`config.mk`:
```
export PLATFORM = sky130hd
export DESIGN_NAME = pid_chan_mapper
export DESIGN_NICKNAME = d
export VERILOG_FILES = /design/src/rtl/pidmap_pkg.sv /design/src/rtl/pidmap_table.sv /design/src/rtl/pidmap_match.sv /design/src/rtl/pidmap_ctrl.sv /design/src/rtl/pid_chan_mapper.sv
export SDC_FILE = /design/constraint.sdc
export NUM_CORES = 2
export LEC_CHECK = 0
export ABC_AREA = 1
export BUFFER_PORTS_ARGS = -buffer_cell sky130_fd_sc_hd__buf_2
export CAP_MARGIN = 20
export CORE_ASPECT_RATIO = 0.8
export CORE_UTILIZATION = 30
export DETAILED_ROUTE_END_ITERATION = 10
export GPL_TIMING_DRIVEN = 0
export PLACE_DENSITY = 0.43
export SLEW_MARGIN = 15
export SYNTH_ARGS = -nofsm -noshare
export SYNTH_HDL_FRONTEND = slang
export SYNTH_SLANG_ARGS = --single-unit
```
`constraint.sdc`:
```
create_clock -name clk -period 3.75 [get_ports clk]
set_input_delay 0.75 -clock clk [delete_from_list [all_inputs] [get_ports clk]]
set_output_delay 0.75 -clock clk [all_outputs]
set_load 0.02 [all_outputs]
```
`src/rtl/pidmap_pkg.sv`:
```
package pidmap_pkg;
  localparam int PID_W  = 13;
  localparam int CH_W   = 8;
  localparam int BAND_W = 3;
  localparam logic [7:0] SYNC_BYTE = 8'h47;

  typedef struct packed {
    logic              en;
    logic [BAND_W-1:0] band;
    logic [PID_W-1:0]  pid;
    logic              sec_en;
    logic [PID_W-1:0]  sec_pid;
    logic [CH_W-1:0]   chan;
  } map_entry_t;

  typedef enum logic [1:0] {
    ST_HDR,
    ST_EMIT,
    ST_PASS,
    ST_DROP
  } phase_e;
endpackage

```
`src/rtl/pidmap_table.sv`:
```
module pidmap_table import pidmap_pkg::*; #(
  parameter int NUM_ENTRIES = 16,
  localparam int IW = $clog2(NUM_ENTRIES)
) (
  input  logic                         clk,
  input  logic                         rst_n,
  input  logic                         wr_en,
  input  logic [IW-1:0]                wr_idx,
  input  map_entry_t                   wr_entry,
  input  logic                         commit,
  output map_entry_t [NUM_ENTRIES-1:0] act_o
);
  map_entry_t [NUM_ENTRIES-1:0] shadow_q;
  map_entry_t [NUM_ENTRIES-1:0] active_q;

  always_ff @(posedge clk) begin
    if (!rst_n) begin
      shadow_q <= '0;
      active_q <= '0;
    end else begin
      if (wr_en) shadow_q[wr_idx] <= wr_entry;
      if (commit) active_q <= shadow_q;
    end
  end

  assign act_o = active_q;


  table_hold_chk: assert property (@(posedge clk) disable iff (!rst_n)
    !commit |=> $stable(active_q));
endmodule

```
`src/rtl/pidmap_match.sv`:
```
module pidmap_match import pidmap_pkg::*; #(
  parameter int NUM_ENTRIES = 16,
  parameter int NUM_BANDS   = 6,
  localparam int IW = $clog2(NUM_ENTRIES)
) (
  input  map_entry_t [NUM_ENTRIES-1:0] tbl,
  input  logic [BAND_W-1:0]            band,
  input  logic [PID_W-1:0]             pid,
  output logic                         hit,
  output logic [CH_W-1:0]              chan
);
  logic                   band_ok;
  logic [NUM_ENTRIES-1:0] hits;
  logic [IW-1:0]          sel;

  assign band_ok = (32'(band) < NUM_BANDS);

  for (genvar g = 0; g < NUM_ENTRIES; g++) begin : g_cmp
    assign hits[g] = band_ok && tbl[g].en && (tbl[g].band == band) &&
                     ((tbl[g].pid == pid) || (tbl[g].sec_en && (tbl[g].sec_pid == pid)));
  end

  always_comb begin
    sel = '0;
    for (int i = NUM_ENTRIES - 1; i >= 0; i--) begin
      if (hits[i]) sel = IW'(i);
    end
  end

  assign hit  = |hits;
  assign chan = tbl[sel].chan;

  always_comb begin
    if (hit) begin

      prio_chk: assert (hits[sel] &&
        ((hits & ((NUM_ENTRIES'(1) << sel) - NUM_ENTRIES'(1))) == '0));
    end
  end
endmodule

```
`src/rtl/pidmap_ctrl.sv`:
```
module pidmap_ctrl import pidmap_pkg::*; #(
  parameter int PKT_BYTES = 188,
  localparam int CW = $clog2(PKT_BYTES),
  localparam logic [CW-1:0] LAST = CW'(PKT_BYTES - 1)
) (
  input  logic              clk,
  input  logic              rst_n,
  input  logic              in_valid,
  output logic              in_ready,
  input  logic [7:0]        in_data,
  input  logic [BAND_W-1:0] in_band,
  output logic              out_valid,
  input  logic              out_ready,
  output logic [7:0]        out_data,
  output logic              out_sop,
  output logic              out_eop,
  output logic [CH_W-1:0]   out_chan,
  output logic [BAND_W-1:0] lk_band,
  output logic [PID_W-1:0]  lk_pid,
  input  logic              lk_hit,
  input  logic [CH_W-1:0]   lk_chan,
  output logic              commit
);
  phase_e            phase_q;
  logic [CW-1:0]     cnt_q;
  logic [1:0]        ecnt_q;
  logic [7:0]        h0_q, h1_q, h2_q;
  logic [BAND_W-1:0] band_q;
  logic [CH_W-1:0]   chan_q;
  logic              in_fire, out_fire;

  always_comb begin
    in_ready  = 1'b0;
    out_valid = 1'b0;
    out_data  = in_data;
    unique case (phase_q)
      ST_HDR:  in_ready = 1'b1;
      ST_EMIT: begin
        out_valid = 1'b1;
        case (ecnt_q)
          2'd0:    out_data = h0_q;
          2'd1:    out_data = h1_q;
          default: out_data = h2_q;
        endcase
      end
      ST_PASS: begin
        out_valid = in_valid;
        in_ready  = out_ready;
      end
      ST_DROP: in_ready = 1'b1;
      default: in_ready = 1'b0;
    endcase
  end

  assign in_fire  = in_valid && in_ready;
  assign out_fire = out_valid && out_ready;
  assign lk_band  = band_q;
  assign lk_pid   = {h1_q[4:0], in_data};
  assign commit   = (phase_q == ST_HDR) && (cnt_q == '0);
  assign out_sop  = (phase_q == ST_EMIT) && (ecnt_q == 2'd0);
  assign out_eop  = (phase_q == ST_PASS) && (cnt_q == LAST);
  assign out_chan = chan_q;

  always_ff @(posedge clk) begin
    if (!rst_n) begin
      phase_q <= ST_HDR;
      cnt_q   <= '0;
      ecnt_q  <= '0;
      h0_q    <= '0;
      h1_q    <= '0;
      h2_q    <= '0;
      band_q  <= '0;
      chan_q  <= '0;
    end else begin
      unique case (phase_q)
        ST_HDR: if (in_fire) begin
          cnt_q <= cnt_q + 1'b1;
          case (cnt_q[1:0])
            2'd0: begin h0_q <= in_data; band_q <= in_band; end
            2'd1: h1_q <= in_data;
            default: begin
              h2_q <= in_data;
              if ((h0_q == SYNC_BYTE) && lk_hit) begin
                phase_q <= ST_EMIT;
                chan_q  <= lk_chan;
                ecnt_q  <= '0;
              end else begin
                phase_q <= ST_DROP;
              end
            end
          endcase
        end
        ST_EMIT: if (out_fire) begin
          ecnt_q <= ecnt_q + 1'b1;
          if (ecnt_q == 2'd2) phase_q <= ST_PASS;
        end
        ST_PASS, ST_DROP: if (in_fire) begin
          if (cnt_q == LAST) begin
            cnt_q   <= '0;
            phase_q <= ST_HDR;
          end else begin
            cnt_q <= cnt_q + 1'b1;
          end
        end
        default: phase_q <= ST_HDR;
      endcase
    end
  end


  sync_lead_chk: assert property (@(posedge clk) disable iff (!rst_n)
    (out_valid && out_sop) |-> (out_data == SYNC_BYTE));


  emit_hold_chk: assert property (@(posedge clk) disable iff (!rst_n)
    ((phase_q == ST_EMIT) && !out_ready) |=> (out_valid && $stable(out_data)));


  eop_gap_chk: assert property (@(posedge clk) disable iff (!rst_n)
    (out_valid && out_ready && out_eop) |=> !out_valid);


  chan_steady_chk: assert property (@(posedge clk) disable iff (!rst_n)
    (out_valid && !out_sop) |-> $stable(out_chan));
endmodule

```
`src/rtl/pid_chan_mapper.sv`:
```
module pid_chan_mapper import pidmap_pkg::*; #(
  parameter int NUM_BANDS   = 6,
  parameter int NUM_ENTRIES = 16,
  parameter int PKT_BYTES   = 188,
  parameter int MSG_CHANS   = 128,
  localparam int IW = $clog2(NUM_ENTRIES)
) (
  input  logic              clk,
  input  logic              rst_n,
  input  logic              in_valid,
  output logic              in_ready,
  input  logic [7:0]        in_data,
  input  logic [BAND_W-1:0] in_band,
  output logic              out_valid,
  input  logic              out_ready,
  output logic [7:0]        out_data,
  output logic              out_sop,
  output logic              out_eop,
  output logic [CH_W-1:0]   out_chan,
  output logic              out_msg,
  input  logic              cfg_we,
  input  logic [IW-1:0]     cfg_idx,
  input  logic              cfg_en,
  input  logic [BAND_W-1:0] cfg_band,
  input  logic [PID_W-1:0]  cfg_pid,
  input  logic              cfg_sec_en,
  input  logic [PID_W-1:0]  cfg_sec_pid,
  input  logic [CH_W-1:0]   cfg_chan
);
  map_entry_t                   wr_entry;
  map_entry_t [NUM_ENTRIES-1:0] act;
  logic                         commit;
  logic [BAND_W-1:0]            lk_band;
  logic [PID_W-1:0]             lk_pid;
  logic                         lk_hit;
  logic [CH_W-1:0]              lk_chan;

  assign wr_entry = '{en: cfg_en, band: cfg_band, pid: cfg_pid,
                      sec_en: cfg_sec_en, sec_pid: cfg_sec_pid, chan: cfg_chan};

  pidmap_table #(.NUM_ENTRIES(NUM_ENTRIES)) u_table (
    .clk(clk), .rst_n(rst_n), .wr_en(cfg_we), .wr_idx(cfg_idx),
    .wr_entry(wr_entry), .commit(commit), .act_o(act)
  );

  pidmap_match #(.NUM_ENTRIES(NUM_ENTRIES), .NUM_BANDS(NUM_BANDS)) u_match (
    .tbl(act), .band(lk_band), .pid(lk_pid), .hit(lk_hit), .chan(lk_chan)
  );

  pidmap_ctrl #(.PKT_BYTES(PKT_BYTES)) u_ctrl (
    .clk(clk), .rst_n(rst_n),
    .in_valid(in_valid), .in_ready(in_ready), .in_data(in_data), .in_band(in_band),
    .out_valid(out_valid), .out_ready(out_ready), .out_data(out_data),
    .out_sop(out_sop), .out_eop(out_eop), .out_chan(out_chan),
    .lk_band(lk_band), .lk_pid(lk_pid), .lk_hit(lk_hit), .lk_chan(lk_chan),
    .commit(commit)
  );

  assign out_msg = (32'(out_chan) < MSG_CHANS);
endmodule

```
After elaboration in Yosys (flattened, before gate mapping)
Index checks and enable logic that the tools add are counted.

Bits in registers: 1295. Output and inout port bits: 21.

$add $sub $neg: 2. Order comparisons: 5. Equality and inequality tests: 63. Mux-type cells: 42. Bitwise logic cells: 1. Reduce and logical (&&, ||, !) cells: 104.

Operator list (number): $bwmux W624 (1); $eq A13 B13 Y1 (32); $bmux W39 S4 (1); $demux W39 S4 (1); $logic_and A1 B1 Y1 (71); $mux W4 (16); $eq A3 B3 Y1 (16); $mux W8 (5); $mux W39 (1); $pmux W8 S2 (2); $mux W2 (11); $logic_or A1 B1 Y1 (16); $reduce_or A16 Y1 (1); $reduce_and A3 Y1 (4); $lt A4 B5 Y1 const B (2); $add A8 B1 Y8 const B (1); $eq A8 B7 Y1 const B (1); $eq A8 B8 Y1 const B (1); $logic_not A8 Y1 (1); $lt A8 B8 Y1 const B (1); $ne A2 B1 Y1 const B (4); $eq A2 B1 Y1 const B (3); $eq A2 B2 Y1 const B (3); $logic_not A2 Y1 (3); 13 further kinds (19).

Longest topological paths before layout
Depth after elaboration: 22. Depth in mapped cells: 33. Mapped depth without buffers: 31.

Hierarchy
A second synthesis with hierarchy kept.

Cells, all modules: 8047. Area total of the unflattened synthesis: 55837.3 µm².

Modules (own cells, without submodules): pidmap_table (times used 1, cells an instance 6187, area each 45113.3 µm², sequential area each 24984.0 µm²); pidmap_match (times used 1, cells an instance 1507, area each 8232.9 µm², sequential area each 0.0 µm²); pidmap_ctrl (times used 1, cells an instance 352, area each 2487.4 µm², sequential area each 940.9 µm²); pid_chan_mapper (times used 1, cells an instance 1, area each 3.8 µm², sequential area each 0.0 µm²).

Least setup slack after synthesis
No wires, ideal clock.

Path kind: input to register. Start: in in_data[7]. End: reg u_ctrl.chan_q[0] (netlist: u_ctrl.out_chan[0]). Library setup time: 0.109 ns. Arrival time: 3.014 ns. Data required time: 3.641 ns. Slack: 0.627 ns. Stages: 23. Buffers on the path: 6. Cell sequence: buf_4 -> inv_2 -> buf_6 -> buf_6 -> buf_6 -> a221oi_1 -> o2111ai_1 -> o31ai_1 -> nand3_1 -> nand2_1 -> nand2_1 -> nand2_1 -> nand2_1 -> nand2_2 -> buf_6 -> buf_6 -> nand3_1 -> nand3_1 -> nand3_1 -> nand3_1 -> nand3_1 -> nand2_1 -> inv_1.

Longest elaborated chain between the ends: 22. Elaborated cells between the ends (all ways): 101.

Ends and longest elaborated chain: from (decl) (RTL line pid_chan_mapper.sv:12) `input logic [7:0] in_data,`; $eq A13 B13 Y1 (RTL line pidmap_match.sv:20) `((tbl[g].pid == pid) || (tbl[g].sec_en && (tbl[g].sec_pid == pid)));`; $logic_and A1 B1 Y1 (RTL line pidmap_match.sv:20); $logic_or A1 B1 Y1 (RTL line pidmap_match.sv:20); $logic_and A1 B1 Y1 (RTL line pidmap_match.sv:19) `assign hits[g] = band_ok && tbl[g].en && (tbl[g].band == band) &&`; $mux W4 (16 in series) (RTL line pidmap_match.sv:26) `if (hits[i]) sel = IW'(i);`; $bmux W39 S4 (RTL line pidmap_match.sv:31) `assign chan = tbl[sel].chan;`; $mux W8 (not written as such) (RTL line pidmap_match.sv:31); to (signal assigned) (RTL line pidmap_ctrl.sv:85) `chan_q <= lk_chan;`; to (decl) (RTL line pidmap_ctrl.sv:29) `logic [CH_W-1:0] chan_q;`.

Several ways; a longest one is shown, not always the timed one. The select of a mux whose other input is x is not followed. A chain may end at the register's enable or synchronous reset.

Worst setup path in the final report
Start: in in_data[1]. End: reg u_ctrl.chan_q[5] (netlist: u_ctrl.out_chan[5]).

The elaborated chain is that of the path after synthesis.

==> flow_summary.ini <==
[place]
gp_congestion = 0.949
placed_cell_area_mm2 = 0.0566
port_buffers = 74
dp.cells = 9491
preCtsSetupSlack_ns = -2.02
dp_hpwl_um = 186000

[clocking]
numCtsBuffers = 144
cts_max_level = 4
hold_buffers = 0
cts_root_buffer = clkbuf_16
clock-sinks = 1295
cts_tree = done
cts_buffer_depth = 3
insertion_delay_ns = 0.79
clk_pin_slew_ns = 0.06

[floorplanning]
row_count = 136
core-area_mm2 = 0.173
start_util_pct = 30.4
die_height_um = 376
dieArea_mm2 = 0.177
die_x_um = 470
num_io_pins = 80

[worst_hold_path]
min_path_cells = 3
hold_path.startpoint = in_band[0]
hp-class = in -> reg
whs_endpoint = u_ctrl.lk_band[0]$_SDFFE_PN0P_

[synth]
syn_nets = 7175
syn_inst = 7106
yosys_most_used_dff = dfxtp_1
synth-edff-count = 0
synth.avg_cell_area_um2 = 7.39
netlist_area_mm2 = 0.0525
synth.ff_latch_count = 1295
synth_area_leaders = dfxtp_1 49%, nor2_1 14%, o21ai_0 13%, a21oi_1 3.4%, clkbuf_1 3.3%
yosys.area.top_type = dfxtp_1
yosysWarnings = 0
yosysTopAreaCellShare_pct = 49.3
ys_seq_area_share_pct = 49.3
synth.distinct_cells = 46
async_flop_share_pct = 0

[setup_path]
crit_path_max_incr_delay_ns = 0.36
cp_cell_sequence = buf_4, inv_6, buf_8, buf_12, buf_12, o221ai_1, a2111oi_0, nand4_1, o41ai_2, nand2_1, nand2_2, nand2_4, nand2_8, nand2_8, buf_8, buf_8, nand2_1, nand3_2, nand3_4, nand3_2, nand3_4, nand2_2, inv_2
end_kind = flip-flop
r2r-end = u_ctrl.out_chan[5]$_SDFFE_PN0P_
arrival_ns = 4.59
startpoint = in_data[1]
startpoint_type = input port
slowest_stage = a2111oi_0
cp.required_ns = 4.49
r2r_slack_ns = -0.05
critPathKind = in -> reg
timing.rr.start = u_ctrl.h1_q[1]$_SDFFE_PN0P_
path_max_fanout = 10
cpMostUsedCell = buf_8
rr_worst_depth = 21

[sta]
worst_slew_pin_slew_ns = 1.16
fin_hold_ws_ns = 0.294
setup_slack_ns = -0.103
slew_headroom_pct = 23.0
fmax_mhz = 260
setup_violations = 8
finalCritPeriodShare_pct = 103
finalHoldViolCount = 0
fin_skew_ns = 0.0250
finalMaxSlewViolations = 0
fin_crit_ns = 3.85
rsz0062_at_grt = true

[drt]
num_vias = 51300
drt-initial-drc-count = 5907
totalWireLength_um = 264000
vias_per_cell = 5.23
ant_nets = 0
wl_per_cell_um = 26.9
drc = 0
first_pass_iters = 6

[global_routing]
grtUsageTotal_pct = 28.9
gr-total-overflow = 0
antenna_found_initial = 27
grt_pass1_vias = 46200
grt_pass1_wl_um = 360000
grt_max_degree = 17

[final_layout]
final_cell_mix = 2014 x nor2_1, 1329 x o21ai_0, 1291 x dfxtp_1
layout_commonest_cell = nor2_1
final_area_mm2 = 0.0640
drive_above_1_share_pct = 9.91
final_nets = 7499
area_growth_pct = 21.7
layoutNonFillerInstCount = 9825
n_fill_cell = 18400

[status]
violations = negative setup slack
outcome = complete, but fails checks

[pwr]
p_leak_nw = 26.2
cellPowerDensity_mw_per_mm2 = 731
ir_worst_vdd_uv = 397

[flow_run]
drv_cap = 0
through the flow:
stage          utilization, %  TNS, ns  total power [mW]
6_report                 37.0   -0.693              46.7
2_1_floorplan               -        0              25.3
3_5_place_dp             32.7   -29.15              31.2
5_1_grt                  37.0   -0.241              48.9
4_1_cts                  36.2  -0.0384              46.2
3_3_place_gp             32.3   -85.41              30.9
worst max-delay path: cells and delay by family:
family | cells | cell delay, ns
and+or+nand+nor | 12 | 1.61
AOI/OAI and AO/OA | 3 | 0.61
buffers and inverters | 8 | 1.48
Yosys cell counts, types with 2 or more instances:
library cell	count
o21ai_1	3
o22ai_1	47
a2111oi_0	5
nor3_1	46
nand2_1	414
buf_2	48
inv_1	376
buf_4	22
xnor2_1	103
clkbuf_1	467
o2111ai_1	19
dfxtp_1	1295
inv_2	10
a21boi_0	3
nor4_1	23
a211oi_1	2
nand3b_1	8
a21oi_1	361
o21ai_0	1330
buf_6	22
o31ai_1	2
nand4_1	36
ha_1	10
o221ai_1	2
nand2_2	2
o21a_1	9
nand3_1	223
nor3b_1	3
o211ai_1	4
nor2_1	2015
and2_1	2
or2_2	21
xor2_1	131
o41ai_1	3
clkinv_1	2
a221oi_1	27
worst max path at each step:
stage,endpoint,slack [ns]
global placement,u_ctrl.out_chan[2]$_SDFFE_PN0P_,-2.65
floorplan,u_ctrl.out_chan[0]$_SDFFE_PN0P_,0.63
CTS,u_ctrl.out_chan[2]$_SDFFE_PN0P_,-0.02
finish,u_ctrl.out_chan[5]$_SDFFE_PN0P_,-0.10
detailed placement,u_ctrl.out_chan[2]$_SDFFE_PN0P_,-2.02
global route,u_ctrl.out_chan[5]$_SDFFE_PN0P_,-0.05
layer usage:
metal  vias up  share of wire (%)  track usage, %
li1      23800                  -               -
met1     25000                 47            42.4
met2      2165                 41            41.7
met3       340                8.5            4.92
met4         0                3.7            10.7
met5         -                  0               0
final cells by class:
class                           instances  area [µm²]  area share, %
Sequential cell                      1295       25900           40.5
Multi-Input combinational cell       4863       23800           37.2
Clock buffer                          218        4380           6.85
Buffer                                556        3050           4.76
Tap cell                             2277        2850           4.45
Timing Repair Buffer                  182        2010           3.15
Inverter                              388        1510           2.36
Clock inverter                         36         380          0.595
Antenna cell                           10        25.0         0.0391
power by group:
group          internal [mW]  leakage (nW)  switching [mW]
combinational           4.20          13.3            10.7
sequential              15.9          10.6            1.21
clock                   8.52          2.36            6.19
kinds of logic after synthesis:
| logic type | synth area share, % |
|---|---|
| DFF | 49.3 |
| and+or+nand+nor | 21.2 |
| AOI/OAI and AO/OA | 18.0 |
| buffers and inverters | 7.36 |
| xor gates and xnor gates | 3.90 |
| adders and majority gates | 0.238 |
registers in the layout, indices dropped and copies added (netlist names):
signal            cells
u_table.act_o       624
u_ctrl.ecnt_q         2
u_ctrl.lk_band        3
u_table.shadow_q    624
u_ctrl.h0_q           8
u_ctrl.h2_q           8
u_ctrl.out_chan       8
u_ctrl.cnt_q          8
u_ctrl.h1_q           8
u_ctrl.phase_q        2
timing repair:
action / 4_1_cts / 5_1_grt
endpoints found under the setup margin: 110 / 31
buffers inserted: 27 / 37
cloned: 0 / 10
pin swaps: 12 / 88
gates resized for setup: 232 / 193
(Power assumes the default switching activity.)
